$ cat config.mk
export PLATFORM = sky130hd
export DESIGN_NAME = nor_flash_ctrl
export DESIGN_NICKNAME = d
export VERILOG_FILES = /design/src/rtl/nor_pkg.sv /design/src/rtl/nor_ctrl.sv /design/src/rtl/nor_data.sv /design/src/rtl/nor_flash_ctrl.sv
export SDC_FILE = /design/constraint.sdc
export NUM_CORES = 2
export LEC_CHECK = 0
export BUFFER_PORTS_ARGS = -buffer_cell sky130_fd_sc_hd__buf_4
export CAP_MARGIN = 10
export CORE_MARGIN = 5
export CORE_UTILIZATION = 40
export CTS_BUF_LIST = sky130_fd_sc_hd__clkbuf_4
export DETAILED_ROUTE_END_ITERATION = 8
export PLACE_DENSITY_LB_ADDON = 0.2
export SLEW_MARGIN = 20
export SYNTH_ARGS = -nofsm -noshare
export SYNTH_HDL_FRONTEND = slang
export SYNTH_HIERARCHICAL = 1
export SYNTH_SLANG_ARGS = --single-unit
$ cat constraint.sdc
create_clock -name clk -period 11.5 [get_ports clk]
set_input_delay 0.575 -clock clk [delete_from_list [all_inputs] [get_ports clk]]
set_output_delay 0.575 -clock clk [all_outputs]
set_load 0.05 [all_outputs]
$ cat src/rtl/nor_pkg.sv
package nor_pkg;

  typedef enum logic [3:0] {
    ST_READ, ST_U1, ST_U2, ST_PSET, ST_ESET, ST_EU1, ST_EU2,
    ST_PROG, ST_PFAIL, ST_PREP, ST_EPULSE, ST_EFILL, ST_SUSP
  } ctlState_t;

  typedef enum logic [1:0] {SM_ARRAY, SM_PROG, SM_ERASE, SM_SUSP} statMode_t;

  // strobes from the sequencer to the array datapath
  typedef struct packed {
    logic progWrite;
    logic fillZero;
    logic fillOne;
  } arrStrobe_t;

  localparam logic [7:0] CMD_KEY1   = 8'hAA;
  localparam logic [7:0] CMD_KEY2   = 8'h55;
  localparam logic [7:0] CMD_PROG   = 8'hA0;
  localparam logic [7:0] CMD_ESETUP = 8'h80;
  localparam logic [7:0] CMD_SECT   = 8'h30;
  localparam logic [7:0] CMD_CHIP   = 8'h10;
  localparam logic [7:0] CMD_SUSP   = 8'hB0;
  localparam logic [7:0] CMD_RESUME = 8'h30;
  localparam logic [7:0] CMD_RESET  = 8'hF0;

endpackage

$ cat src/rtl/nor_ctrl.sv
module nor_ctrl
  import nor_pkg::*;
#(
  parameter int ADDR_W     = 11,
  parameter int ARR_W      = 7,
  parameter int DATA_W     = 8,
  parameter int PROG_CYC   = 8,
  parameter int PROG_LIMIT = 40,
  parameter int ERASE_CYC  = 16
) (
  input  logic              clk,
  input  logic              rst_n,
  input  logic              ceN,
  input  logic              weN,
  input  logic [ADDR_W-1:0] addr,
  input  logic [DATA_W-1:0] dataIn,
  input  logic              progOk,
  output arrStrobe_t        strb,
  output logic [ARR_W-1:0]  ptr,
  output logic [ARR_W-1:0]  progAddr,
  output logic [DATA_W-1:0] progData,
  output logic [ARR_W-1:0]  secLo,
  output logic [ARR_W-1:0]  secHi,
  output statMode_t         mode,
  output logic              q5,
  output logic              readyBusy
);
  localparam int DEPTH   = 1 << ARR_W;
  localparam int BND1    = DEPTH / 8;
  localparam int BND2    = BND1 + DEPTH / 16;
  localparam int BND3    = DEPTH / 4;
  localparam int BND4    = DEPTH / 2;
  localparam int CNT_MAX = (PROG_LIMIT > ERASE_CYC) ? PROG_LIMIT : ERASE_CYC;
  localparam int CNT_W   = $clog2(CNT_MAX + 1);
  localparam logic [ADDR_W-1:0] KEY_ADDR1 = ADDR_W'(11'h555);
  localparam logic [ADDR_W-1:0] KEY_ADDR2 = ADDR_W'(11'h2AA);

  ctlState_t         state, nState, resumeState;
  logic              weQ, weFall, weRise;
  logic [ADDR_W-1:0] cmdAddr;
  logic [CNT_W-1:0]  cnt;
  logic [ARR_W-1:0]  selLo, selHi, cmdIdx;
  logic              atKey1, isKey1, isKey2;

  assign weFall = weQ & ~weN & ~ceN;
  assign weRise = ~weQ & weN & ~ceN;
  assign atKey1 = (cmdAddr == KEY_ADDR1);
  assign isKey1 = atKey1 && (dataIn == DATA_W'(CMD_KEY1));
  assign isKey2 = (cmdAddr == KEY_ADDR2) && (dataIn == DATA_W'(CMD_KEY2));
  assign cmdIdx = cmdAddr[ARR_W-1:0];

  // sector containing the latched address
  always_comb begin
    if (int'(cmdIdx) < BND1) begin
      selLo = '0;               selHi = ARR_W'(BND1 - 1);
    end else if (int'(cmdIdx) < BND2) begin
      selLo = ARR_W'(BND1);     selHi = ARR_W'(BND2 - 1);
    end else if (int'(cmdIdx) < BND3) begin
      selLo = ARR_W'(BND2);     selHi = ARR_W'(BND3 - 1);
    end else if (int'(cmdIdx) < BND4) begin
      selLo = ARR_W'(BND3);     selHi = ARR_W'(BND4 - 1);
    end else begin
      selLo = ARR_W'(BND4);     selHi = ARR_W'(DEPTH - 1);
    end
  end

  always_comb begin
    nState = state;
    strb   = '0;
    case (state)
      ST_READ: if (weRise && isKey1) nState = ST_U1;
      ST_U1:   if (weRise) nState = isKey2 ? ST_U2 : ST_READ;
      ST_U2:   if (weRise) begin
        if (atKey1 && dataIn == DATA_W'(CMD_PROG))        nState = ST_PSET;
        else if (atKey1 && dataIn == DATA_W'(CMD_ESETUP)) nState = ST_ESET;
        else                                              nState = ST_READ;
      end
      ST_PSET: if (weRise) nState = ST_PROG;
      ST_ESET: if (weRise) nState = isKey1 ? ST_EU1 : ST_READ;
      ST_EU1:  if (weRise) nState = isKey2 ? ST_EU2 : ST_READ;
      ST_EU2:  if (weRise) begin
        if (dataIn == DATA_W'(CMD_SECT) || (atKey1 && dataIn == DATA_W'(CMD_CHIP)))
          nState = ST_PREP;
        else
          nState = ST_READ;
      end
      ST_PROG: begin
        if (cnt == CNT_W'(PROG_CYC - 1) && progOk) begin
          strb.progWrite = 1'b1;
          nState = ST_READ;
        end else if (cnt == CNT_W'(PROG_LIMIT - 1)) begin
          strb.progWrite = 1'b1;
          nState = ST_PFAIL;
        end
      end
      ST_PFAIL: if (weRise && dataIn == DATA_W'(CMD_RESET)) nState = ST_READ;
      ST_PREP: begin
        if (weRise && dataIn == DATA_W'(CMD_SUSP)) nState = ST_SUSP;
        else begin
          strb.fillZero = 1'b1;
          if (ptr == secHi) nState = ST_EPULSE;
        end
      end
      ST_EPULSE: begin
        if (weRise && dataIn == DATA_W'(CMD_SUSP)) nState = ST_SUSP;
        else if (cnt == CNT_W'(ERASE_CYC - 1)) nState = ST_EFILL;
      end
      ST_EFILL: begin
        if (weRise && dataIn == DATA_W'(CMD_SUSP)) nState = ST_SUSP;
        else begin
          strb.fillOne = 1'b1;
          if (ptr == secHi) nState = ST_READ;
        end
      end
      ST_SUSP: if (weRise && dataIn == DATA_W'(CMD_RESUME)) nState = resumeState;
      default: nState = ST_READ;
    endcase
  end

  always_ff @(posedge clk or negedge rst_n) begin
    if (!rst_n) begin
      state       <= ST_READ;
      resumeState <= ST_PREP;
      weQ         <= 1'b1;
      cmdAddr     <= '0;
      cnt         <= '0;
      ptr         <= '0;
      progAddr    <= '0;
      progData    <= '0;
      secLo       <= '0;
      secHi       <= '0;
    end else begin
      state <= nState;
      weQ   <= weN;
      if (weFall) cmdAddr <= addr;
      if (state == ST_PSET && weRise) begin
        progAddr <= cmdIdx;
        progData <= dataIn;
      end
      if (state == ST_EU2 && nState == ST_PREP) begin
        if (dataIn == DATA_W'(CMD_SECT)) begin
          secLo <= selLo; secHi <= selHi; ptr <= selLo;
        end else begin
          secLo <= '0;    secHi <= '1;    ptr <= '0;
        end
      end
      if (strb.fillZero) ptr <= (ptr == secHi) ? secLo : ptr + ARR_W'(1);
      if (strb.fillOne)  ptr <= ptr + ARR_W'(1);
      if (nState == ST_SUSP && state != ST_SUSP) resumeState <= state;
      // the counter survives a suspend so a resumed pulse continues
      if (nState != state && state != ST_SUSP && nState != ST_SUSP)
        cnt <= '0;
      else if (state == ST_PROG || state == ST_EPULSE)
        cnt <= cnt + CNT_W'(1);
    end
  end

  always_comb begin
    case (state)
      ST_PROG, ST_PFAIL:             mode = SM_PROG;
      ST_PREP, ST_EPULSE, ST_EFILL:  mode = SM_ERASE;
      ST_SUSP:                       mode = SM_SUSP;
      default:                       mode = SM_ARRAY;
    endcase
  end

  assign q5        = (state == ST_PFAIL);
  assign readyBusy = (mode == SM_ARRAY) || (mode == SM_SUSP);

  // target of a running program cannot be disturbed by bus writes
  a_r5_prog_target_stable: assert property (@(posedge clk) disable iff (!rst_n)
    (state == ST_PROG) |=> ($stable(progAddr) && $stable(progData)));

  // suspend is reachable only from an erase phase
  a_r10_susp_from_erase: assert property (@(posedge clk) disable iff (!rst_n)
    (state == ST_SUSP && $past(state) != ST_SUSP) |->
      ($past(state) == ST_PREP || $past(state) == ST_EPULSE || $past(state) == ST_EFILL));

  // timeout counter stays within its window
  a_r6_cnt_bound: assert property (@(posedge clk) disable iff (!rst_n)
    cnt < CNT_W'(CNT_MAX));

  // a verified program leaves busy in the same cycle it writes
  a_r3_done_writes: assert property (@(posedge clk) disable iff (!rst_n)
    (state == ST_PROG && $past(state) == ST_PROG && nState == ST_READ) |-> strb.progWrite);

endmodule

$ cat src/rtl/nor_data.sv
module nor_data
  import nor_pkg::*;
#(
  parameter int ARR_W  = 7,
  parameter int DATA_W = 8
) (
  input  logic              clk,
  input  logic              rst_n,
  input  logic              ceN,
  input  logic              oeN,
  input  logic              weN,
  input  logic [ARR_W-1:0]  rdAddr,
  input  arrStrobe_t        strb,
  input  logic [ARR_W-1:0]  ptr,
  input  logic [ARR_W-1:0]  progAddr,
  input  logic [DATA_W-1:0] progData,
  input  logic [ARR_W-1:0]  secLo,
  input  logic [ARR_W-1:0]  secHi,
  input  statMode_t         mode,
  input  logic              q5,
  output logic              progOk,
  output logic [DATA_W-1:0] dataOut,
  output logic              dataOutEn
);
  localparam int DEPTH = 1 << ARR_W;
  localparam int BIT_POLL = DATA_W - 1;
  localparam int BIT_TOG  = 6;
  localparam int BIT_TOUT = 5;
  localparam int BIT_ETOG = 2;

  logic [DATA_W-1:0] mem [DEPTH];
  logic              oeQ, tog6, tog2, readEnd, inSec;
  logic [DATA_W-1:0] arrWord, progOld;

  assign arrWord = mem[rdAddr];
  assign progOld = mem[progAddr];
  assign progOk  = ((progOld & progData) == progData);
  assign inSec   = (rdAddr >= secLo) && (rdAddr <= secHi);
  assign readEnd = ~oeQ & oeN & ~ceN & weN;

  always_ff @(posedge clk or negedge rst_n) begin
    if (!rst_n) begin
      for (int i = 0; i < DEPTH; i++) mem[i] <= '1;
    end else begin
      if (strb.progWrite) mem[progAddr] <= progOld & progData;
      if (strb.fillZero)  mem[ptr] <= '0;
      if (strb.fillOne)   mem[ptr] <= '1;
    end
  end

  always_ff @(posedge clk or negedge rst_n) begin
    if (!rst_n) begin
      oeQ  <= 1'b1;
      tog6 <= 1'b0;
      tog2 <= 1'b0;
    end else begin
      oeQ <= oeN;
      if (readEnd) begin
        case (mode)
          SM_PROG:  tog6 <= ~tog6;
          SM_ERASE: begin tog6 <= ~tog6; tog2 <= ~tog2; end
          SM_SUSP:  if (inSec) tog2 <= ~tog2;
          default:  ;
        endcase
      end
    end
  end

  always_comb begin
    dataOut = '0;
    case (mode)
      SM_PROG: begin
        dataOut[BIT_POLL] = ~progData[BIT_POLL];
        dataOut[BIT_TOG]  = tog6;
        dataOut[BIT_TOUT] = q5;
      end
      SM_ERASE: begin
        dataOut[BIT_TOG]  = tog6;
        dataOut[BIT_ETOG] = tog2;
      end
      SM_SUSP: begin
        if (inSec) begin
          dataOut[BIT_POLL] = 1'b1;
          dataOut[BIT_TOG]  = tog6;
          dataOut[BIT_ETOG] = tog2;
        end else begin
          dataOut = arrWord;
        end
      end
      default: dataOut = arrWord;
    endcase
  end

  assign dataOutEn = ~ceN & ~oeN & weN;

  // array strobes from the sequencer never collide
  a_r7_strobe_excl: assert property (@(posedge clk) disable iff (!rst_n)
    $onehot0({strb.progWrite, strb.fillZero, strb.fillOne}));

  // erase walk stays inside the selected range
  a_r8_fill_in_range: assert property (@(posedge clk) disable iff (!rst_n)
    (strb.fillZero || strb.fillOne) |-> (ptr >= secLo && ptr <= secHi));

  // each completed read during a program flips the toggle bit
  a_r4_q6_flips: assert property (@(posedge clk) disable iff (!rst_n)
    (readEnd && mode == SM_PROG) |=> (tog6 != $past(tog6)));

  // suspended reads hold the toggle bit
  a_r10_q6_frozen: assert property (@(posedge clk) disable iff (!rst_n)
    (readEnd && mode == SM_SUSP) |=> $stable(tog6));

endmodule

$ cat src/rtl/nor_flash_ctrl.sv
module nor_flash_ctrl
  import nor_pkg::*;
#(
  parameter int ADDR_W     = 11,
  parameter int ARR_W      = 7,
  parameter int DATA_W     = 8,
  parameter int PROG_CYC   = 8,
  parameter int PROG_LIMIT = 40,
  parameter int ERASE_CYC  = 16
) (
  input  logic              clk,
  input  logic              rst_n,
  input  logic              ceN,
  input  logic              weN,
  input  logic              oeN,
  input  logic [ADDR_W-1:0] addr,
  input  logic [DATA_W-1:0] dataIn,
  output logic [DATA_W-1:0] dataOut,
  output logic              dataOutEn,
  output logic              readyBusy
);
  arrStrobe_t        strb;
  statMode_t         mode;
  logic [ARR_W-1:0]  ptr, progAddr, secLo, secHi;
  logic [DATA_W-1:0] progData;
  logic              q5, progOk;

  nor_ctrl #(
    .ADDR_W(ADDR_W), .ARR_W(ARR_W), .DATA_W(DATA_W),
    .PROG_CYC(PROG_CYC), .PROG_LIMIT(PROG_LIMIT), .ERASE_CYC(ERASE_CYC)
  ) u_ctrl (
    .clk(clk), .rst_n(rst_n), .ceN(ceN), .weN(weN), .addr(addr),
    .dataIn(dataIn), .progOk(progOk), .strb(strb), .ptr(ptr),
    .progAddr(progAddr), .progData(progData), .secLo(secLo), .secHi(secHi),
    .mode(mode), .q5(q5), .readyBusy(readyBusy)
  );

  nor_data #(.ARR_W(ARR_W), .DATA_W(DATA_W)) u_data (
    .clk(clk), .rst_n(rst_n), .ceN(ceN), .oeN(oeN), .weN(weN),
    .rdAddr(addr[ARR_W-1:0]), .strb(strb), .ptr(ptr), .progAddr(progAddr),
    .progData(progData), .secLo(secLo), .secHi(secHi), .mode(mode), .q5(q5),
    .progOk(progOk), .dataOut(dataOut), .dataOutEn(dataOutEn)
  );

endmodule

==> out/metrics.sh <==
CTS_BUFFER_DEPTH=4
CAP_VIOL_MAX_COUNT=0
SLEW_VIOLATIONS=0
SYN_TO_FINAL_GROWTH_PCT=10.03
MIN_DELAY_PATH_DEPTH=3
YS_SEQ_ELEMENTS=1084
OUTCOME='complete, but fails checks'
CLK_PIN_SLEW_WORST_PATHS_NS=0.07
STANDARD_CELL_AREA_AFTER_DETAILED_PLACEMENT_MM2=0.06845
FIN_AREA_MM2=0.07278
TOTAL_AREA_OF_SEQUENTIAL_CELLS_MM2=0.02843
WORSTPATHMAXFANOUT=83
ROUTE.ANTENNA.REMAINING_NETS=0
CP_TOP_FAMILY='simple AND/OR/NAND/NOR gates'
CORE_AR_MM2=0.1646
GR_OVFL_TOTAL=0
SYNTH_TOP_FLOP_CELL='dfstp_2'
WORST_PIN_SLEW_NS=1.404
CP_CELL_SEQUENCE='buf_12, and3b_2, buf_4, nand2_1, o211ai_1, nand3_1, a211oi_1, a2111oi_2, nand3_1, o2111ai_1, and3b_1, nor2_1, or4_1, nor2_2, and2_2, nand2_1, o311ai_0'
CP-END-KIND='register'
YS_SEQ_AREA_SHARE_PCT=42.95
MULTI_INPUT_AREA_MM2=0.03572
WORST_EP_REQUIRED_TIME_NS=12.68
ROUTE.VIAS.TOTAL=59000
TRITONCTS='built'
SYNTHESIS.INSTANCES=5752
VIA_COUNT_OF_THE_FIRST_GLOBAL_ROUTING_PASS=56110
VIASPERCELL=7.111
DRIVE_ABOVE_1_SHARE_PCT=37.23
SLOWEST_DELAY_NS=1.23
FINALWORSTSETUPSLACK_NS=2.116
SYNTH-WARNING-COUNT=6
POWERDENSITY_mW_PER_MM2=109.0
SYNTHTOPCELLSBYCOUNT='dfstp_2, mux2i_1, o21ai_0'
PLACEMENTROWS=149
FP.DIEH_UM=416.7
FINAL-HOLD-VIOLATION-COUNT=0
FIN_CRIT_SH_PCT=81.60
MAX-VDD-IR-DROP_mV=0.1082
SYN_AREA_MM2=0.06615
DRT_ITER0_MARKERS=9163
DIEAREA_MM2=0.1736
SYNTH-EDFF-COUNT=0
NUM-FILL-CELLS=15560
GLOBAL_ROUTE_WIRE_LENGTH_BEFORE_REPAIR_UM=439000
PLACEMENT.IO_BUFFERS=33
DRT-TOTAL-WL_UM=315300
SYNTHESIS.AREA_PER_INSTANCE_UM2=11.50
CP.BUFFERS_INVERTERS=2
VIOLATED_CHECKS='design-rule violations'
TIMING.CRITICAL_PATH.SLOWEST_STAGE_CELL='and2_2'
TOTALNEGATIVESETUPSLACK_NS=0
NUMCTSBUFFERS=324
SYNTHDOMINANTCELLAREASHARE_PCT=40.83
SYNTH.LARGEST_AREA_CELL='dfstp_2'
CLOCK-ROOT-BUFFER='clkbuf_4'
GRT_SETUP_UNREPAIRED='no'
DIE_W_UM=416.7
CRITPATHKIND='reg2reg'
PLACE_HPWL_UM=202800
SYNTH_ASYNC_RESET_RATIO_PCT=100.0
ROUTER_ITERATIONS_BEFORE_ANTENNA_REPAIR=9
ROUTABILITYCONGESTION=1.007
START_UTIL_PCT=40.18
FINAL_UTIL_PCT=44.21
WORSTPATHARRIVAL_NS=10.56
CLK-INSERTION-DELAY-LATE_NS=1.44
STATIC-LEAKAGE-POWER_uW=0.02767
FINALCRITICALPERIOD_NS=9.384
SETUP_VIOL_COUNT_FINAL=0
IO_PINS=34
REG2REG_DEPTH=17
GRT_ANTENNA_BEFORE_REPAIR=26
SYNTH.TOP_CELLS.BY_AREA='dfstp_2, mux2i_1, mux4_2, o21ai_0, dfrtp_1'
DETAILEDPLACE.WORSTSLACK_NS=2.803
MAX-SLEW-MARGIN-REL_PCT=5.867
FINAL_ROUTED_WIRE_LENGTH_DIVIDED_BY_CELL_COUNT_UM=38.01
SYNTHDISTINCTLIBCELLS=90
DRC_ERRORS=3
CRITICAL_PATH.STARTPOINT_TYPE='register'
HOLD_PATH_CLASS='in2reg'
FINISH.NET_COUNT=5927
GRT_START_MAX_NET_PINS=176
TOP_COUNT_CELL_POST_SYNTH='dfstp_2'
TIMING.HOLD.WS_NS=0.1289
CTS_HTREE_LEVELS=5
CP_NUM_CELLS=17
GRT_USE_TOTAL_PCT=35.04
FINALCLOCKSKEW_NS=0.1569
ACHIEVABLE-FREQUENCY_MHz=106.6
NUMCLOCKSINKS=1084
[sequential cells by signal (all words and copies together), names as in the netlist]
signal / cells
u_data/mem: 1024
u_ctrl/cnt: 6
u_ctrl/secHi: 5
u_ctrl/weQ: 1
u_data/tog6: 1
u_data/oeQ: 1
u_ctrl/progData: 8
u_ctrl/progAddr: 7
u_ctrl/cmdAddr: 11
u_ctrl/ptr: 7
u_ctrl/state: 4
u_ctrl/resumeState: 4
u_data/tog2: 1
u_ctrl/secLo: 4
[final cells by class]
class / count / area share, %
Tap cell: 2189 / 3.763
Inverter: 26 / 0.1341
Antenna cell: 29 / 0.09971
Clock buffer: 455 / 4.693
Timing Repair Buffer: 212 / 2.642
Multi-Input combinational cell: 4235 / 49.07
Clock inverter: 66 / 0.5346
Sequential cell: 1084 / 39.06
[worst paths after layout]
kind	slack [ns]	endpoint	start
max in group asynchronous	9.24	u_data/mem[75]	rst_n
min in group asynchronous	0.32	u_data/mem[922]	rst_n
hold reg to reg	0.48	u_data/tog6	u_data/tog6
setup / recovery	2.12	u_data/mem[864]	u_ctrl/progAddr[1]
setup reg to reg	2.12	u_data/mem[864]	u_ctrl/progAddr[1]
hold / removal	0.13	u_ctrl/cmdAddr[2]	addr[2]
[metal layers]
layer | global-route usage [%] | part of all wire [%] | vias up
met3 | 13.95 | 14 | 1412
met4 | 23.92 | 8.4 | 20
met5 | 1.278 | 0.10 | -
met1 | 44.48 | 37 | 29830
met2 | 48.71 | 41 | 4951
li1 | - | - | 22790
[through the flow]
step                power (uW)  cells
finish                    7932   8296
floorplan                 4051   5754
global route              8204   8276
detailed placement        4217   7705
global placement          4215   7705
CTS                       7967   8263
[power by group]
part,switching [uW],internal [uW]
clock network,1840,1910
logic,227,97.1
registers,14.9,3840
[logic make-up after synthesis]
family | Yosys count | share of synthesized area (%)
compound gates | 1636 | 15.12
mux | 1485 | 29.82
flops | 1084 | 42.95
simple gates | 1077 | 7.984
buf+inv | 435 | 3.554
fa+ha+maj | 20 | 0.3783
xor+xnor | 14 | 0.1854
other cells | 1 | 0.005669
[tightest hold or removal path, cell delays in order]
cell and delay, ns:
buf_4 0.21, buf_12 0.27, mux2_2 0.33
[cells in the final DEF (no fill, tap or decap), types with 31 or more instances in the layout]
cell type	synthesis	final
a21oi_1	81	81
a221oi_1	118	118
a22oi_1	99	99
a31oi_1	47	47
buf_4	37	153
clkbuf_4	0	456
clkinv_1	1	48
dfrtp_1	56	50
dfstp_2	1028	1028
dlygate4sd3_1	0	37
mux2_2	117	117
mux2i_1	991	991
mux4_2	377	377
nand2_1	364	363
nand3_1	57	56
nand3b_1	100	100
nand4_1	31	31
nor2_1	291	278
nor2b_1	65	55
o21ai_0	819	817
o21ai_1	180	182
o311ai_0	79	79
[what timing repair did]
item                                   in CTS  in global routing
resized for setup                           0                  0
endpoints found under the hold margin     148                  0
buffers inserted                            0                  0
hold buffers                               37                  0
(Power assumes the default switching activity.)
